===== config.mk =====
export PLATFORM = sky130hd
export DESIGN_NAME = store_fence_buffer
export DESIGN_NICKNAME = d
export VERILOG_FILES = /design/src/rtl/sbuf_pkg.sv /design/src/rtl/sbuf_region.sv /design/src/rtl/sbuf_forward.sv /design/src/rtl/store_fence_buffer.sv
export SDC_FILE = /design/constraint.sdc
export NUM_CORES = 1
export LEC_CHECK = 0
export BUFFER_PORTS_ARGS = -buffer_cell sky130_fd_sc_hd__buf_2
export CORE_MARGIN = 2
export CORE_UTILIZATION = 60
export CTS_CLUSTER_SIZE = 10
export DETAILED_ROUTE_END_ITERATION = 7
export GPL_TIMING_DRIVEN = 0
export HOLD_SLACK_MARGIN = 0.08
export PLACE_DENSITY = 0.88
export SLEW_MARGIN = 10
export SYNTH_ARGS = -nofsm -noshare
export SYNTH_HDL_FRONTEND = slang
export SYNTH_SLANG_ARGS = --single-unit
export TNS_END_PERCENT = 1

===== constraint.sdc =====
create_clock -name clk -period 6.05 [get_ports clk]
set_clock_uncertainty 0.1 [all_clocks]
set_input_delay 0.3025 -clock clk [delete_from_list [all_inputs] [get_ports clk]]
set_output_delay 0.3025 -clock clk [all_outputs]
set_load 0.005 [all_outputs]

===== src/rtl/sbuf_pkg.sv =====
package sbuf_pkg;

    typedef enum logic [1:0] {
        PH_IDLE  = 2'd0,
        PH_ISSUE = 2'd1,
        PH_WAIT  = 2'd2
    } phase_e;

    localparam logic [1:0] OPC_LOAD  = 2'd0;
    localparam logic [1:0] OPC_STORE = 2'd1;

endpackage


===== src/rtl/sbuf_region.sv =====
module sbuf_region #(
    parameter int                ADDR_W  = 8,
    parameter logic [ADDR_W-1:0] UB_BASE = 8'hC0,
    parameter logic [ADDR_W-1:0] UB_LIMIT = 8'hCF
) (
    input  logic [ADDR_W-1:0] addr,
    output logic              in_window
);
    assign in_window = (addr >= UB_BASE) && (addr <= UB_LIMIT);
endmodule


===== src/rtl/sbuf_forward.sv =====
module sbuf_forward #(
    parameter int DEPTH  = 4,
    parameter int ADDR_W = 8,
    parameter int DATA_W = 16,
    localparam int PTR_W = $clog2(DEPTH)
) (
    input  logic [DEPTH-1:0]             ent_vld,
    input  logic [DEPTH-1:0][ADDR_W-1:0] ent_addr,
    input  logic [DEPTH-1:0][DATA_W-1:0] ent_data,
    input  logic [PTR_W-1:0]             oldest,
    input  logic [ADDR_W-1:0]            look_addr,
    output logic                         hit,
    output logic [DATA_W-1:0]            hit_data
);
    logic [PTR_W-1:0] idx;

    // Walk oldest to youngest; a later match overrides an earlier one.
    always_comb begin
        hit      = 1'b0;
        hit_data = '0;
        idx      = oldest;
        for (int i = 0; i < DEPTH; i++) begin
            idx = oldest + PTR_W'(i);
            if (ent_vld[idx] && (ent_addr[idx] == look_addr)) begin
                hit      = 1'b1;
                hit_data = ent_data[idx];
            end
        end
    end
endmodule


===== src/rtl/store_fence_buffer.sv =====
module store_fence_buffer
    import sbuf_pkg::*;
#(
    parameter int                DEPTH    = 4,
    parameter int                ADDR_W   = 8,
    parameter int                DATA_W   = 16,
    parameter int                MAX_WINS = 8,
    parameter logic [ADDR_W-1:0] UB_BASE  = 8'hC0,
    parameter logic [ADDR_W-1:0] UB_LIMIT = 8'hCF
) (
    input  logic              clk,
    input  logic              rst_n,
    input  logic              cpu_req_valid,
    output logic              cpu_req_ready,
    input  logic [1:0]        cpu_req_op,
    input  logic [ADDR_W-1:0] cpu_req_addr,
    input  logic [DATA_W-1:0] cpu_req_wdata,
    output logic              cpu_rsp_valid,
    output logic [DATA_W-1:0] cpu_rsp_rdata,
    output logic              mem_req_valid,
    input  logic              mem_req_ready,
    output logic              mem_req_we,
    output logic [ADDR_W-1:0] mem_req_addr,
    output logic [DATA_W-1:0] mem_req_wdata,
    input  logic              mem_rsp_valid,
    input  logic [DATA_W-1:0] mem_rsp_rdata
);
    localparam int PTR_W = $clog2(DEPTH);
    localparam int CNT_W = $clog2(DEPTH + 1);
    localparam int WIN_W = $clog2(MAX_WINS + 1);
    localparam logic [CNT_W-1:0] CNT_FULL = CNT_W'(DEPTH);
    localparam logic [WIN_W-1:0] WIN_LIM  = WIN_W'(MAX_WINS);

    typedef struct packed {
        logic [DEPTH-1:0]             vld;
        logic [DEPTH-1:0][ADDR_W-1:0] addr;
        logic [DEPTH-1:0][DATA_W-1:0] data;
        logic [PTR_W-1:0]             head;
        logic [PTR_W-1:0]             tail;
        logic [CNT_W-1:0]             cnt;
        phase_e                       phase;
        logic                         p_we;
        logic [ADDR_W-1:0]            p_addr;
        logic [DATA_W-1:0]            p_wdata;
        logic                         busy;
        logic                         busy_cpu;
        logic                         lock;
        logic                         lock_cpu;
        logic [WIN_W-1:0]             wins;
        logic                         rsp_v;
        logic [DATA_W-1:0]            rsp_data;
    } state_t;

    state_t s_q, s_d;

    logic              cpu_in_ub, bus_in_ub;
    logic              fwd_hit;
    logic [DATA_W-1:0] fwd_data;
    logic              is_load, is_store, is_fence, idle, drained, accept;
    logic              cpu_want, drain_want, pick_cpu, push, pop;

    sbuf_region #(.ADDR_W(ADDR_W), .UB_BASE(UB_BASE), .UB_LIMIT(UB_LIMIT)) u_cpu_region (
        .addr(cpu_req_addr), .in_window(cpu_in_ub));

    sbuf_region #(.ADDR_W(ADDR_W), .UB_BASE(UB_BASE), .UB_LIMIT(UB_LIMIT)) u_bus_region (
        .addr(mem_req_addr), .in_window(bus_in_ub));

    sbuf_forward #(.DEPTH(DEPTH), .ADDR_W(ADDR_W), .DATA_W(DATA_W)) u_forward (
        .ent_vld(s_q.vld), .ent_addr(s_q.addr), .ent_data(s_q.data),
        .oldest(s_q.head), .look_addr(cpu_req_addr),
        .hit(fwd_hit), .hit_data(fwd_data));

    always_comb begin
        s_d       = s_q;
        s_d.rsp_v = 1'b0;
        push      = 1'b0;
        pop       = 1'b0;

        is_load  = (cpu_req_op == OPC_LOAD);
        is_store = (cpu_req_op == OPC_STORE);
        is_fence = cpu_req_op[1];
        idle     = (s_q.phase == PH_IDLE);
        drained  = (s_q.cnt == '0) && !s_q.busy;

        // Processor side acceptance
        if (!idle)                   cpu_req_ready = 1'b0;
        else if (is_fence)           cpu_req_ready = drained;
        else if (cpu_in_ub)          cpu_req_ready = drained;
        else if (is_store)           cpu_req_ready = (s_q.cnt < CNT_FULL);
        else                         cpu_req_ready = 1'b1;
        accept = cpu_req_valid && cpu_req_ready;

        if (accept) begin
            if (is_fence) begin
                s_d.rsp_v    = 1'b1;
                s_d.rsp_data = '0;
            end else if (cpu_in_ub || (is_load && !fwd_hit)) begin
                s_d.phase   = PH_ISSUE;
                s_d.p_we    = is_store;
                s_d.p_addr  = cpu_req_addr;
                s_d.p_wdata = cpu_req_wdata;
            end else if (is_store) begin
                push                 = 1'b1;
                s_d.vld[s_q.tail]    = 1'b1;
                s_d.addr[s_q.tail]   = cpu_req_addr;
                s_d.data[s_q.tail]   = cpu_req_wdata;
                s_d.tail             = s_q.tail + 1'b1;
                s_d.rsp_v            = 1'b1;
                s_d.rsp_data         = '0;
            end else begin
                s_d.rsp_v    = 1'b1;
                s_d.rsp_data = fwd_data;
            end
        end

        // Bus arbitration: loads first, bounded by the win counter
        cpu_want   = (s_q.phase == PH_ISSUE);
        drain_want = (s_q.cnt != '0);
        if (s_q.lock) pick_cpu = s_q.lock_cpu;
        else          pick_cpu = cpu_want && (!drain_want || (s_q.wins < WIN_LIM));

        mem_req_valid = !s_q.busy && (cpu_want || drain_want);
        mem_req_we    = pick_cpu ? s_q.p_we    : 1'b1;
        mem_req_addr  = pick_cpu ? s_q.p_addr  : s_q.addr[s_q.head];
        mem_req_wdata = pick_cpu ? s_q.p_wdata : s_q.data[s_q.head];

        s_d.lock     = mem_req_valid && !mem_req_ready;
        s_d.lock_cpu = pick_cpu;

        if (mem_req_valid && mem_req_ready) begin
            s_d.busy     = 1'b1;
            s_d.busy_cpu = pick_cpu;
            if (pick_cpu) begin
                s_d.phase = PH_WAIT;
                if (drain_want) s_d.wins = s_q.wins + 1'b1;
            end else begin
                s_d.wins = '0;
            end
        end

        // Bus completion
        if (mem_rsp_valid && s_q.busy) begin
            s_d.busy = 1'b0;
            if (s_q.busy_cpu) begin
                s_d.phase    = PH_IDLE;
                s_d.rsp_v    = 1'b1;
                s_d.rsp_data = mem_rsp_rdata;
            end else begin
                pop               = 1'b1;
                s_d.vld[s_q.head] = 1'b0;
                s_d.head          = s_q.head + 1'b1;
            end
        end

        s_d.cnt = s_q.cnt + CNT_W'(push) - CNT_W'(pop);
    end

    always_ff @(posedge clk) begin
        if (!rst_n) s_q <= '0;
        else        s_q <= s_d;
    end

    assign cpu_rsp_valid = s_q.rsp_v;
    assign cpu_rsp_rdata = s_q.rsp_data;

    // Checks beside the logic they guard
    AST_NO_OVERFLOW: assert property (@(posedge clk) disable iff (!rst_n)
        s_q.cnt <= CNT_FULL) else $error("queue overflow");
    AST_STORE_ACK: assert property (@(posedge clk) disable iff (!rst_n)
        (accept && is_store && !cpu_in_ub) |=> cpu_rsp_valid) else $error("store ack late");
    AST_FENCE_DRAINED: assert property (@(posedge clk) disable iff (!rst_n)
        (accept && is_fence) |-> (s_q.cnt == '0 && !s_q.busy)) else $error("fence early");
    AST_UB_ALONE: assert property (@(posedge clk) disable iff (!rst_n)
        (mem_req_valid && mem_req_ready && bus_in_ub) |-> (s_q.cnt == '0)) else $error("ub with queue");
    AST_WIN_BOUND: assert property (@(posedge clk) disable iff (!rst_n)
        s_q.wins <= WIN_LIM) else $error("starvation bound");
    AST_REQ_HOLD: assert property (@(posedge clk) disable iff (!rst_n)
        (mem_req_valid && !mem_req_ready) |=>
        (mem_req_valid && $stable(mem_req_addr) && $stable(mem_req_we))) else $error("req dropped");
    AST_RSP_OPEN: assert property (@(posedge clk) disable iff (!rst_n)
        mem_rsp_valid |-> s_q.busy) else $error("stray response");
    AST_RESET_EMPTY: assert property (@(posedge clk)
        !rst_n |=> (s_q.cnt == '0 && !cpu_rsp_valid)) else $error("reset left state");

endmodule


### Word-level counts from Yosys, hierarchy flattened

Index checks and enable logic that the tools add are counted.

| word-level totals | value |
|---|---|
| bits in registers | 159 |
| bits in latches | 0 |
| RAM bits | 0 |
| bits in read-only memories | 0 |
| memories | 0 |

| operators by class | value |
|---|---|
| add/subtract/negate cells | 7 |
| multiply operators | 0 |
| divide/modulo/power cells | 0 |
| magnitude comparators | 11 |
| equality and inequality tests | 7 |
| shifts and indexed selects | 0 |
| mux-type cells | 77 |
| bitwise logic cells | 7 |
| reductions and logical operators | 31 |

Operators with widths:

| kind | number |
|---|---|
| $mux W100 | 4 |
| $mux W16 | 11 |
| $bmux W16 S2 | 4 |
| $mux W17 | 5 |
| $mux W27 | 3 |
| $bmux W8 S2 | 4 |
| $bwmux W64 | 1 |
| $mux W8 | 6 |
| $bwmux W32 | 1 |
| $demux W16 S2 | 1 |
| $eq A8 B8 Y1 | 4 |
| $mux W1 | 22 |
| $demux W8 S2 | 1 |
| $mux W4 | 4 |
| $logic_and A1 B1 Y1 | 15 |
| $lt A2 B3 Y1 const B | 5 |
| $bmux W1 S2 | 4 |
| $ge A8 B8 Y1 const B | 1 |
| $le A8 B8 Y1 const B | 1 |
| $mux W2 | 4 |
| $add A2 B1 Y2 const B | 2 |
| $add A2 B2 Y2 const B | 2 |
| $add A4 B1 Y4 const B | 1 |
| $and A4 B4 Y4 | 1 |
| 20 further kinds | 33 |

### Longest topological paths before layout

Gate-level depths: netlist of the first run.

| logic depth | value |
|---|---|
| word-level depth | 18 |
| depth in mapped cells | 20 |
| depth with buffers taken out | 14 |

### Hierarchy

A second synthesis of the first run with hierarchy kept.

| unflattened totals | value |
|---|---|
| cells, all modules | 1216 |
| area, all modules | 10657.7 um^2 |

By module, submodules not included:

| module | times used | cells an instance | area each (um^2) | seq. area each (um^2) |
|---|---|---|---|---|
| store_fence_buffer | 1 | 821 | 7468.4 | 3183.1 |
| sbuf_forward | 1 | 394 | 3176.8 | 0.0 |
| sbuf_region | 1 | 1 | 12.5 | 0.0 |

### Worst setup path before layout of the first run

Ideal clock, no wire load.

| timing | value |
|---|---|
| path kind | register to register |
| from | reg s_q[57] in the netlist's numbering |
| to | reg s_q (netlist bit cpu_rsp_rdata[15]) |
| arrival | 4.471 ns |
| path slack | 1.359 ns |
| stages on the path, launching flop included | 20 |
| buffers on the path | 9 |
| clock period less this slack | 4.691 ns |
| path through | dfxtp_1 buf_6 buf_6 buf_6 buf_2 buf_2 buf_1 inv_1 ha_1 clkbuf_1 clkbuf_1 nand3b_1 a21oi_1 a211oi_1 or3_1 buf_2 and2_4 a221o_1 and4_1 o31a_1 |

| on the way | value |
|---|---|
| elaborated cells between the ends (all ways) | 52 |
| those cells by class | add/sub (3); eq/ne (4); mux (38); reduce/logical (7) |

RTL lines:

| element | RTL line | text |
|---|---|---|
| start: declaration | store_fence_buffer.sv:54 | `state_t s_q, s_d;` |
| start signal: assignment | store_fence_buffer.sv:159 | `if (!rst_n) s_q <= '0;` |
| start signal: assignment | store_fence_buffer.sv:160 | `else s_q <= s_d;` |
| $add A2 B2 Y2 * | sbuf_forward.sv:23 | `idx = oldest + PTR_W'(i);` |
| net u_forward.idx[0] | sbuf_forward.sv:15 | `logic [PTR_W-1:0] idx;` |
| $bmux W8 S2 | sbuf_forward.sv:24 | `if (ent_vld[idx] && (ent_addr[idx] == look_addr)) begin` |
| $mux W8 (implied by the code) | sbuf_forward.sv:24 |  |
| $eq A8 B8 Y1 | sbuf_forward.sv:24 |  |
| $logic_and A1 B1 Y1 | sbuf_forward.sv:24 |  |
| $mux W1 | sbuf_forward.sv:24 |  |
| $logic_not A1 Y1 | store_fence_buffer.sv:97 | `end else if (cpu_in_ub \|\| (is_load && !fwd_hit)) begin` |
| $logic_and A1 B1 Y1 | store_fence_buffer.sv:97 |  |
| $logic_or A1 B1 Y1 | store_fence_buffer.sv:97 |  |
| $mux W17 * | store_fence_buffer.sv:97 |  |
| $mux W17 * | store_fence_buffer.sv:94 | `if (is_fence) begin` |
| $mux W17 * | store_fence_buffer.sv:93 | `if (accept) begin` |
| $mux W17 | store_fence_buffer.sv:144 | `if (s_q.busy_cpu) begin` |
| $mux W17 * | store_fence_buffer.sv:142 | `if (mem_rsp_valid && s_q.busy) begin` |

Mark *: on every way through the listed nets, which the timed path passes. The rest lies on a longest branch. The select of a mux whose other input is x is not followed.
A chain may end at the register's enable or synchronous reset.

### Worst setup path in the final report of the first run

| timing | value |
|---|---|
| from | reg s_q[57] in the netlist's numbering |
| to | reg s_q (netlist bit cpu_rsp_rdata[9]) |

The elaborated chain is that of the path after synthesis.

==> results of run 1 <==
-- metrics by stage --
stage          hold slack (ns)  power, mW
2_1_floorplan            0.279       1.49
3_3_place_gp             0.347       1.65
3_5_place_dp             0.358       1.66
4_1_cts                 0.0815       2.80
5_1_grt                 0.0873       2.92
6_report                0.0921       2.83
-- synth_stat cells, types with 6 or more instances --
| cell type | instances | area share [%] |
|---|---|---|
| nand2_1 | 295 | 11 |
| dfxtp_1 | 159 | 33 |
| a21oi_1 | 157 | 8.1 |
| nor2_1 | 90 | 3.5 |
| o21ai_0 | 67 | 3.4 |
| clkbuf_1 | 63 | 2.4 |
| mux2i_1 | 57 | 5.9 |
| mux2_2 | 43 | 5.0 |
| nand3_1 | 33 | 1.7 |
| mux4_2 | 26 | 6.0 |
| buf_4 | 24 | 1.8 |
| nor3_1 | 22 | 1.1 |
| buf_2 | 18 | 0.92 |
| a31oi_1 | 16 | 1.0 |
| xnor2_1 | 16 | 1.4 |
| inv_1 | 14 | 0.54 |
| xor2_1 | 13 | 1.2 |
| o2111ai_1 | 12 | 1.1 |
| ha_1 | 11 | 1.4 |
| buf_1 | 10 | 0.39 |
| or3_1 | 10 | 0.64 |
| and2_1 | 9 | 0.58 |
| nor4_1 | 9 | 0.58 |
| a211o_1 | 7 | 0.63 |
| a211oi_1 | 7 | 0.54 |
| nand2b_1 | 7 | 0.45 |
| nand3b_1 | 6 | 0.46 |
| nor2b_1 | 6 | 0.39 |
-- critical path: stages, from the launching register on --
cell	delay, ns
dfxtp_1	0.41
buf_6	0.20
buf_6	0.20
buf_6	0.20
buf_2	0.29
buf_2	0.49
inv_1	0.14
ha_1	0.39
clkbuf_1	0.39
clkbuf_1	0.39
nor3_1	0.12
o2111ai_1	0.68
o31ai_2	0.34
nor4b_1	0.43
o31a_1	0.34
buf_2	0.27
nand2_1	0.08
a31oi_1	0.13
-- where the power goes --
group          internal [mW]  total [mW]  switching (mW)
clock network          0.663        1.16           0.498
logic                  0.207       0.549           0.342
registers               1.08        1.12          0.0319
-- final cells by class --
type / count / area (sq um) / share of cell area (%)
clock buffer: 17 / 425 / 3.77
inverter: 14 / 52.6 / 0.465
buffer: 117 / 574 / 5.09
multi-input combinational: 970 / 5930 / 52.5
sequential: 159 / 3180 / 28.2
timing repair buffer: 110 / 666 / 5.90
clock inverter: 15 / 193 / 1.71
tap: 216 / 270 / 2.39
-- logic make-up after synthesis --
logic type                 share of synthesized area [%]
AOI/OAI and AO/OA                                   17.3
and+or+nand+nor                                     22.5
DFF                                                 32.7
buffers and inverters                               6.47
adders and majority gates                           1.62
muxes                                               16.8
xor gates and xnor gates                            2.61
-- cells in the final DEF, fill, tap and decap left out, drive strengths merged, types with 10 or more instances in the layout --
cell	netlist	layout
dfxtp	159	159
mux2	43	43
nor3	24	24
nand3	33	33
o21ai	68	68
a31oi	16	16
ha	11	11
or3	10	10
a21oi	157	157
nor2	90	90
and2	10	10
o2111ai	12	12
buf	55	141
xor2	13	13
clkbuf	63	80
inv	14	22
xnor2	16	16
mux2i	57	57
nand2	295	295
dlygate4sd3	0	23
mux4	26	26
-- path summary, 6_finish.rpt --
kind | startpoint | end | slack, ns | cells past startpoint
hold reg to reg | register | register | 0.37 | 2
setup reg to reg | s_q[57] | cpu_rsp_rdata[9] | 0.37 | 17
hold / removal | mem_rsp_valid | s_q[24] | 0.09 | 3
setup / recovery | s_q[57] | cpu_rsp_rdata[9] | 0.37 | 17
-- repair_timing --
item | 4_1_cts | 5_1_grt
hold endpoints to repair | 41 | 0
resized for setup | 0 | 0
endpoints found under the setup margin | 0 | 43
hold buffers | 23 | 0
setup buffers | 0 | 0
-- metal layers --
layer  global-route usage [%]  routed length (microns)
met5                        0                        0
met4                     11.8                      875
met3                     10.9                     4350
met2                     56.6                    13900
met1                     49.4                    12800
==> qor.txt, run 1 <==
Post-Layout Cell Count -> 1,618
full die area -> 17,300 sq um
layout cells sized above 1 -> 17.3%
Max Fanout on Critical Path -> 19
Syn Nets -> 1,320
DRC Markers -> 0
max cap viols -> 0
Final period util -> 93.8%
clock transition at the registers of the reported paths -> 0.07 ns
share of flip-flops with an asynchronous set or reset -> 0%
DRT Pass-1 Iters -> 5
total congestion overflow -> 0
synthesis-stage register bit count -> 159
CP endpoint kind -> register
# setup viols final -> 0
worst slew pin tran -> 1.09 ns
RSZ-0062 raised after global routing -> false
Setup WS pre-CTS -> 0.163 ns
status -> finished, final reports clean
sequential area share after synthesis -> 32.7%
initial antenna violation count -> 0
synthesized area per cell -> 7.72 sq um
Yosys warning count -> 0
CTS tree -> built
drt first-iter violations -> 1,163
total routed wirelength -> 32,000 microns
Starting Density -> 61.3%
TNS Setup -> 0 ns
first-pass GRT wire length -> 50,100 microns
Hold Path Class -> input pin to register
Max Clock Freq -> 0.176 GHz
Detailed Place HPWL -> 24,000 microns
Routed Antenna Nets -> 0
gr usage total -> 36.6%
cts bufs inserted -> 17
leakage dissipation -> 4.16 nW
vias -> 10,100
VDD IR-drop max -> 0.188 mV
Placement Cell Area -> 10,400 sq um
Post-synth EDFFs -> 0
CTS H-tree depth -> 4
Cell Pwr Density -> 250 nW/um^2
max-slew violations -> 0
WL per Instance -> 19.8 microns
Die Wd -> 131 microns
critical path class -> register to register
Site Rows -> 46
Synth cell types -> 56
vias in the first global route -> 9,474
Placed Cells -> 1,564
Crit path required time -> 6.32 ns
diode count -> 0
root buf cell -> clkbuf_16
data arrival time of the critical path -> 5.94 ns
RD Place Congestion -> 1.00
post-synth design cell area -> 9740 sq um
Util after Layout -> 71.1%
top-level port count -> 91
Primary FF master, synth -> dfxtp_1
buffer depth of the longest clock path -> 2
Core Region -> 15,900 sq um
P&R area growth vs syn -> 15.9%
vias per cell -> 6.21
post-layout instance area -> 11,300 sq um
filler instances -> 1,250
largest net degree at the start of global routing -> 17
Fin. Hold Viols -> 0
NumNets Final -> 1,448
Sink Count -> 159
max_slew headroom -> 26.9%
input/output buffers -> 87
Syn Inst Count -> 1,261
fin crit period -> 5.68 ns
final setup margin -> 0.374 ns
DIE HEIGHT -> 131 microns
startpoint types -> register
Worst-Skew Late Latency -> 0.44 ns
Power figures use the tool's default switching activity.
==> run 2, diff against run 1 <==
--- a/config.mk
+++ b/config.mk
@@ -5,14 +5,15 @@
 export SDC_FILE = /design/constraint.sdc
 export NUM_CORES = 1
 export LEC_CHECK = 0
+export ABC_AREA = 1
 export BUFFER_PORTS_ARGS = -buffer_cell sky130_fd_sc_hd__buf_2
 export CORE_MARGIN = 2
-export CORE_UTILIZATION = 60
+export CORE_UTILIZATION = 61
 export CTS_CLUSTER_SIZE = 10
 export DETAILED_ROUTE_END_ITERATION = 7
 export GPL_TIMING_DRIVEN = 0
 export HOLD_SLACK_MARGIN = 0.08
-export PLACE_DENSITY = 0.88
+export PLACE_DENSITY = 0.89
 export SLEW_MARGIN = 10
 export SYNTH_ARGS = -nofsm -noshare
 export SYNTH_HDL_FRONTEND = slang
==> qor.txt, run 2 <==
status -> finished, final reports clean
Cell Pwr Density -> 303 nW/um^2 (+21%)
Placed Cells -> 1,940 (+24%)
M2 GR Usage -> 57.7% (+1.1 points)
Yosys top cell area share -> 30.9% (-1.8 points)
vias in the first global route -> 10,500 (+10%)
layout cells sized above 1 -> 16.5% (-0.76 points)
Crit path max-delay family -> simple AND/OR/NAND/NOR gates
Sequential Area -> 3180 sq um (unchanged)
Post-Layout Cell Count -> 1,984 (+23%)
vias -> 11,700 (+16%)
DIE HEIGHT -> 134 microns (+2.0%)
Synth cell types -> 43 (-23%)
Primary FF master, synth -> dfxtp_1
Util after Layout -> 70.9% (-0.16 points)
sequential area share after synthesis -> 30.9% (-1.8 points)
clock transition at the registers of the reported paths -> 0.07 ns (about the same)
max cap viols -> 0 (unchanged)
root buf cell -> clkbuf_16
diode count -> 0 (unchanged)
share of flip-flops with an asynchronous set or reset -> 0% (unchanged)
worst path bufs/invs -> 6 (-3)
NumNets Final -> 1,810 (+25%)
Area contributors post-synth -> dfxtp_1, nand2_1, o21ai_0
WL per Instance -> 18.1 microns (-8.4%)
Worst-Skew Late Latency -> 0.44 ns (about the same)
grt peak-use layer -> met2
met1 Usage GRT -> 55.3% (+5.9 points)
combined area of the multi-input logic cells -> 5910 sq um (-0.23%)
DRC Markers -> 0 (unchanged)
CP endpoint kind -> register
max-slew violations -> 0 (unchanged)
Hold Path Class -> input pin to register
VDD IR-drop max -> 0.313 mV (+66%)
WHS -> 0.0815 ns (-0.0106 ns)
synthesis-stage register bit count -> 159 (unchanged)
CTS tree -> built
fin crit period -> 3.63 ns (-2.05 ns)
Site Rows -> 47 (+2.2%)
first-pass GRT wire length -> 55,000 microns (+9.9%)
drt first-iter violations -> 1,808 (+55%)
critical path class -> register to register
CP peak stage delay -> 0.36 ns (-0.32 ns)
Post-synth EDFFs -> 0 (unchanged)
most frequent cells in the layout -> nand2_1, o21ai_0, dfxtp_1
crit-path cells -> inv_2, buf_4, ha_1, inv_2, buf_2, nand3_1, nand3_1, nand2_1, nor2_1, nand3_2, nor2_4, nor2_2, nand3_2, nand2_4, nand2_8, inv_4, buf_4, nor2_1, nor2_1
Max Clock Freq -> 0.276 GHz (+56%)
post-synth design cell area -> 10,300 sq um (+5.9%)
area leader, netlist -> dfxtp_1
top-level port count -> 91 (unchanged)
TNS Setup -> 0 ns (unchanged)
buffer depth of the longest clock path -> 2 (unchanged)
RSZ-0062 raised after global routing -> false
Final period util -> 60.0% (-34 points)
filler instances -> 1,462 (+17%)
top post-synthesis cells by count -> nand2_1, o21ai_0, dfxtp_1
Detailed Place HPWL -> 26,700 microns (+12%)
worst slew pin tran -> 0.889 ns (-0.202 ns)
Worst path slowest cell -> dfxtp_1
input/output buffers -> 86 (-1.1%)
Fin. Hold Viols -> 0 (unchanged)
Sink Count -> 159 (unchanged)
Max Fanout on Critical Path -> 11 (-8)
most frequent cell after synthesis -> nand2_1
vias per cell -> 5.89 (-5.3%)
RD Place Congestion -> 1.03 (+2.9%)
largest net degree at the start of global routing -> 17 (unchanged)
startpoint types -> register
gr usage total -> 39.5% (+2.8 points)
data arrival time of the critical path -> 3.86 ns (-2.08 ns)
Starting Density -> 62.2% (+0.89 points)
synthesized area per cell -> 6.31 sq um (-18%)
CTS H-tree depth -> 4 (unchanged)
most common cell after layout, fill and taps aside -> nand2_1
total congestion overflow -> 0 (unchanged)
Crit path required time -> 6.29 ns (-0.03 ns)
met3 usage -> 12.5% (+1.6 points)
Syn Inst Count -> 1,634 (+30%)
Core Region -> 16,600 sq um (+4.4%)
Yosys warning count -> 0 (unchanged)
initial antenna violation count -> 1 (+1)
# setup viols final -> 0 (unchanged)
total routed wirelength -> 35,900 microns (+12%)
max_slew headroom -> 40.5% (+14 points)
DRT Pass-1 Iters -> 8 (+3)
leakage dissipation -> 5.05 nW (+22%)
P&R area growth vs syn -> 14.0%
Syn Nets -> 1,693 (+28%)
Routed Antenna Nets -> 0 (unchanged)
Die Wd -> 134 microns (+2.0%)
Most Frequent Cell on Critical Path -> nor2_1
cts bufs inserted -> 17 (unchanged)
full die area -> 18,000 sq um (+4.0%)
CTS resizes -> 0 (unchanged)
[run 2: path summary, 6_finish.rpt]
| check | startpoint | endpoint | slack [ns] | cells past startpoint |
|---|---|---|---|---|
| worst max-delay path | s_q[58] | s_q[41] | 2.42 | 19 |
| worst min-delay path | mem_rsp_rdata[14] | cpu_rsp_rdata[14] | 0.08 | 5 |
| worst max register to register | s_q[58] | s_q[41] | 2.42 | 19 |
| worst min register to register | register | register | 0.37 | 2 |
[run 2: final cells by class]
| class | count | share of cell area [%] |
|---|---|---|
| well taps | 220 | 2.34 |
| inverters | 140 | 4.56 |
| repair buffers | 98 | 4.68 |
| plain buffers | 116 | 5.81 |
| flip-flops and latches | 159 | 27.1 |
| clock inverters | 14 | 1.62 |
| multi-input cells | 1219 | 50.3 |
| clock buffers | 18 | 3.65 |
[run 2: worst reg2reg max path, cell delays in order, from the launching register on]
cell     delay, ns
dfxtp_1       0.36
inv_2         0.25
buf_4         0.29
ha_1          0.29
inv_2         0.22
buf_2         0.34
nand3_1       0.14
nand3_1       0.09
nand2_1       0.05
nor2_1        0.20
nand3_2       0.12
nor2_4        0.25
nor2_2        0.06
nand3_2       0.10
nand2_4       0.10
nand2_8       0.14
inv_4         0.08
buf_4         0.19
nor2_1        0.10
nor2_1        0.06
[run 2: layer usage]
metal | vias to the layer above | wire length, microns
li1 | 5554 | -
met1 | 5167 | 14500
met2 | 856 | 14900
met3 | 100 | 5600
met4 | 2 | 938
met5 | - | 10
[run 2: kinds of logic after synthesis]
logic type	after synthesis	synth area share, %
flops	159	30.9
xor+xnor	7	0.667
simple gates	774	34.0
buf+inv	256	11.8
compound gates	426	21.2
fa+ha+maj	12	1.53
[run 2: repair_timing]
item                                   CTS  global route
setup endpoints to repair                0             0
endpoints found under the hold margin   12             0
buffers inserted                         0             0
hold buffers                            12             0
[run 2: where the power goes]
| part | internal (mW) | total [mW] | switching, mW |
|---|---|---|---|
| logic | 0.389 | 1.25 | 0.856 |
| clock network | 0.666 | 1.17 | 0.505 |
| registers | 1.11 | 1.15 | 0.0434 |
[run 2: metrics by stage]
step / cell area (sq um) / power (mW) / worst slack, ns
5_1_grt: 11800 / 3.71 / 2.22
3_5_place_dp: 11000 / 2.34 / 2.55
6_report: 11800 / 3.57 / 2.42
2_1_floorplan: 10300 / 1.99 / 3.24
3_3_place_gp: 11000 / 2.31 / 2.61
4_1_cts: 11800 / 3.49 / 2.54
==> run 3, diff against run 2 <==
--- a/config.mk
+++ b/config.mk
@@ -8,12 +8,12 @@
 export ABC_AREA = 1
 export BUFFER_PORTS_ARGS = -buffer_cell sky130_fd_sc_hd__buf_2
 export CORE_MARGIN = 2
-export CORE_UTILIZATION = 61
+export CORE_UTILIZATION = 55
 export CTS_CLUSTER_SIZE = 10
 export DETAILED_ROUTE_END_ITERATION = 7
 export GPL_TIMING_DRIVEN = 0
 export HOLD_SLACK_MARGIN = 0.08
-export PLACE_DENSITY = 0.89
+export PLACE_DENSITY = 0.85
 export SLEW_MARGIN = 10
 export SYNTH_ARGS = -nofsm -noshare
 export SYNTH_HDL_FRONTEND = slang
==> constraint.sdc (replaced) <==
create_clock -name clk -period 3.07 [get_ports clk]
set_clock_uncertainty 0.1 [all_clocks]
set_input_delay 0.1535 -clock clk [delete_from_list [all_inputs] [get_ports clk]]
set_output_delay 0.1535 -clock clk [all_outputs]
set_load 0.005 [all_outputs]
==> qor.txt, run 3 (synthesized netlist as in run 2, its figures left out) <==
status -> finished, final reports clean
crit-path cells -> inv_6, buf_12, ha_4, buf_6, bufbuf_16, nand3_1, nand3_1, nand2_1, inv_1, nand3_1, nor2_4, nor2_2, nand3_2, nand2_8, nand2_8, inv_4, buf_6, nor2_1, nor2_1
Core Region -> 18,600 sq um (+12%)
root buf cell -> clkbuf_16
Crit path required time -> 3.30 ns (-2.99 ns)
Reg2Reg Launch Point -> s_q[58]
RSZ-0062 raised after global routing -> true
Worst-Skew Late Latency -> 0.44 ns (about the same)
# setup viols final -> 0 (unchanged)
data arrival time of the critical path -> 3.27 ns (-0.59 ns)
Comb power frac -> 37.0% (+2.1 points)
DIE HEIGHT -> 141 microns (+5.2%)
Clock Power Share -> 31.3% (-1.5 points)
WL per Instance -> 18.0 microns (-0.55%)
DRT Pass-1 Iters -> 7 (-1)
top-level port count -> 91 (unchanged)
TNS Setup -> 0 ns (unchanged)
total routed wirelength -> 36,700 microns (+2.1%)
Critical Path Source -> s_q[58]
input/output buffers -> 86 (unchanged)
worst slew pin tran -> 0.903 ns (+0.0136 ns)
most frequent cells in the layout -> nand2_1, o21ai_0, dfxtp_1
clock transition at the registers of the reported paths -> 0.07 ns (about the same)
Max Fanout on Critical Path -> 11 (unchanged)
vias per cell -> 5.76 (-2.2%)
DRC Markers -> 0 (unchanged)
VDD IR-drop max -> 0.610 mV (+95%)
P&R area growth vs syn -> 19.4%
Final period util -> 99.1% (+39 points)
worst hold endpoint -> cpu_rsp_valid
RD Place Congestion -> 1.01 (-2.2%)
CTS H-tree depth -> 4 (unchanged)
vias in the first global route -> 10,700 (+2.3%)
max_slew headroom -> 39.6% (-0.91 points)
CP peak stage delay -> 0.39 ns (+0.03 ns)
cts bufs inserted -> 17 (unchanged)
Die Wd -> 141 microns (+5.2%)
Sw Share -> 39.6% (+0.18 points)
Site Rows -> 50 (+6.4%)
Cell Pwr Density -> 581 nW/um^2 (+92%)
largest net degree at the start of global routing -> 20 (+3)
Starting Density -> 55.5% (-6.7 points)
diode count -> 0 (unchanged)
CP endpoint kind -> register
Reg2Reg Capture Point -> s_q[47]
Hold Path Stages -> 3 (-2)
Routed Antenna Nets -> 0 (unchanged)
max cap viols -> 0 (unchanged)
Reg2Reg Setup Slack -> 0.03 ns (-2.39 ns)
Detailed Place HPWL -> 26,900 microns (+0.48%)
Sink Count -> 159 (unchanged)
Worst path slowest cell -> dfxtp_4
startpoint types -> register
max-slew violations -> 0 (unchanged)
Int Pwr -> 4.33 mW (+100%)
register share of total power -> 31.7% (-0.5 points)
most common cell after layout, fill and taps aside -> nand2_1
gr usage total -> 36.3% (-3.2 points)
reg2reg path depth -> 19 (unchanged)
Most Frequent Cell on Critical Path -> nand3_1
NumNets Final -> 1,849 (+2.2%)
leakage dissipation -> 5.29 nW (+4.7%)
Sw Pwr -> 2.83 mW (+100%)
full die area -> 19,900 sq um (+11%)
critical path class -> register to register
fin crit period -> 3.04 ns (-0.586 ns)
total congestion overflow -> 0 (unchanged)
Hold Path Class -> input pin to register
Max Clock Freq -> 0.329 GHz (+19%)
layout cells sized above 1 -> 17.6% (+1.1 points)
vias -> 11,700 (+0.40%)
filler instances -> 1,636 (+12%)
CTS tree -> built
initial antenna violation count -> 0 (-1)
buffer depth of the longest clock path -> 2 (unchanged)
first-pass GRT wire length -> 56,400 microns (+2.5%)
hold_sp -> cpu_req_op[1]
Util after Layout -> 66.3% (-4.6 points)
drt first-iter violations -> 1,535 (-15%)
Fin. Hold Viols -> 0 (unchanged)
## run 3: cell types whose count changed in the layout (fill, tap and decap cells not counted), sizes merged
| cell | before | now |
|---|---|---|
| nand2 | 453 | 454 |
| bufbuf | 0 | 1 |
| buf | 157 | 165 |
| dlygate4sd3 | 12 | 42 |
| bufinv | 3 | 2 |
| clkbuf | 63 | 62 |
| clkinvlp | 0 | 2 |
| inv | 147 | 146 |
## run 3: how the worst max path moves through the flow
stage / to / cells past startpoint / slack, ns
2_1_floorplan: cpu_rsp_rdata[4] / 21 / 0.26
3_3_place_gp: s_q[43] / 20 / -0.37
3_5_place_dp: s_q[46] / 20 / -0.40
4_1_cts: mem_req_wdata[15] / 13 / 0.01
5_1_grt: s_q[41] / 19 / -0.08
6_report: s_q[47] / 19 / 0.03
## run 3: per-layer routing
layer / vias to the layer above / share of wire [%] / GRT usage, %
met3: 105 / 14 / 10.6
met4: 0 / 2.8 / 12.8
li1: 5655 / - / -
met2: 758 / 42 / 53.9
met5: - / 0 / 0
met1: 5208 / 41 / 50.3
## run 3: through the flow
step | instances | worst slack [ns] | hold WS (ns) | cell area (sq um) | total power [mW]
floorplan | 1634 | 0.256 | 0.131 | 10300 | 3.92
CTS | 2038 | 0.0103 | 0.0810 | 12200 | 6.96
finish | 2037 | 0.0289 | 0.106 | 12300 | 7.16
global route | 2037 | -0.0812 | 0.102 | 12300 | 7.45
detailed placement | 1954 | -0.399 | 0.236 | 11000 | 4.60
global placement | 1954 | -0.368 | 0.231 | 11000 | 4.56
## run 3: worst max-delay path: cells and delay by family (launching register included)
family / cells / cell delay (ns)
AND/OR/NAND/NOR: 11 / 1.19
buffers and inverters: 7 / 0.94
flip-flops: 1 / 0.39
adder cells (fa/ha/maj): 1 / 0.29
## run 3: power by group through the flow
stage	registers [mW]	logic, mW	clock network, mW
after floorplan	2.28	1.64	0
after global placement	2.30	2.27	0
after detailed placement	2.30	2.30	0
after CTS	2.26	2.49	2.21
after global routing	2.28	2.87	2.30
final	2.27	2.65	2.24
## run 3: timing repair
action | CTS | global route
setup endpoints to repair | 43 | 52
cloned | 2 | 0
endpoints found under the hold margin | 113 | 0
hold buffers | 42 | 0
gates resized for setup | 16 | 30
pin swaps | 4 | 3
setup buffers | 9 | 0
## run 3: layout make-up
type / count / area [sq um] / area share (%)
inverter: 140 / 547 / 4.44
sequential: 159 / 3190 / 25.9
multi-input combinational: 1220 / 6030 / 48.9
clock inverter: 14 / 171 / 1.39
tap: 234 / 293 / 2.38
timing repair buffer: 138 / 951 / 7.72
clock buffer: 18 / 429 / 3.48
buffer: 114 / 713 / 5.79
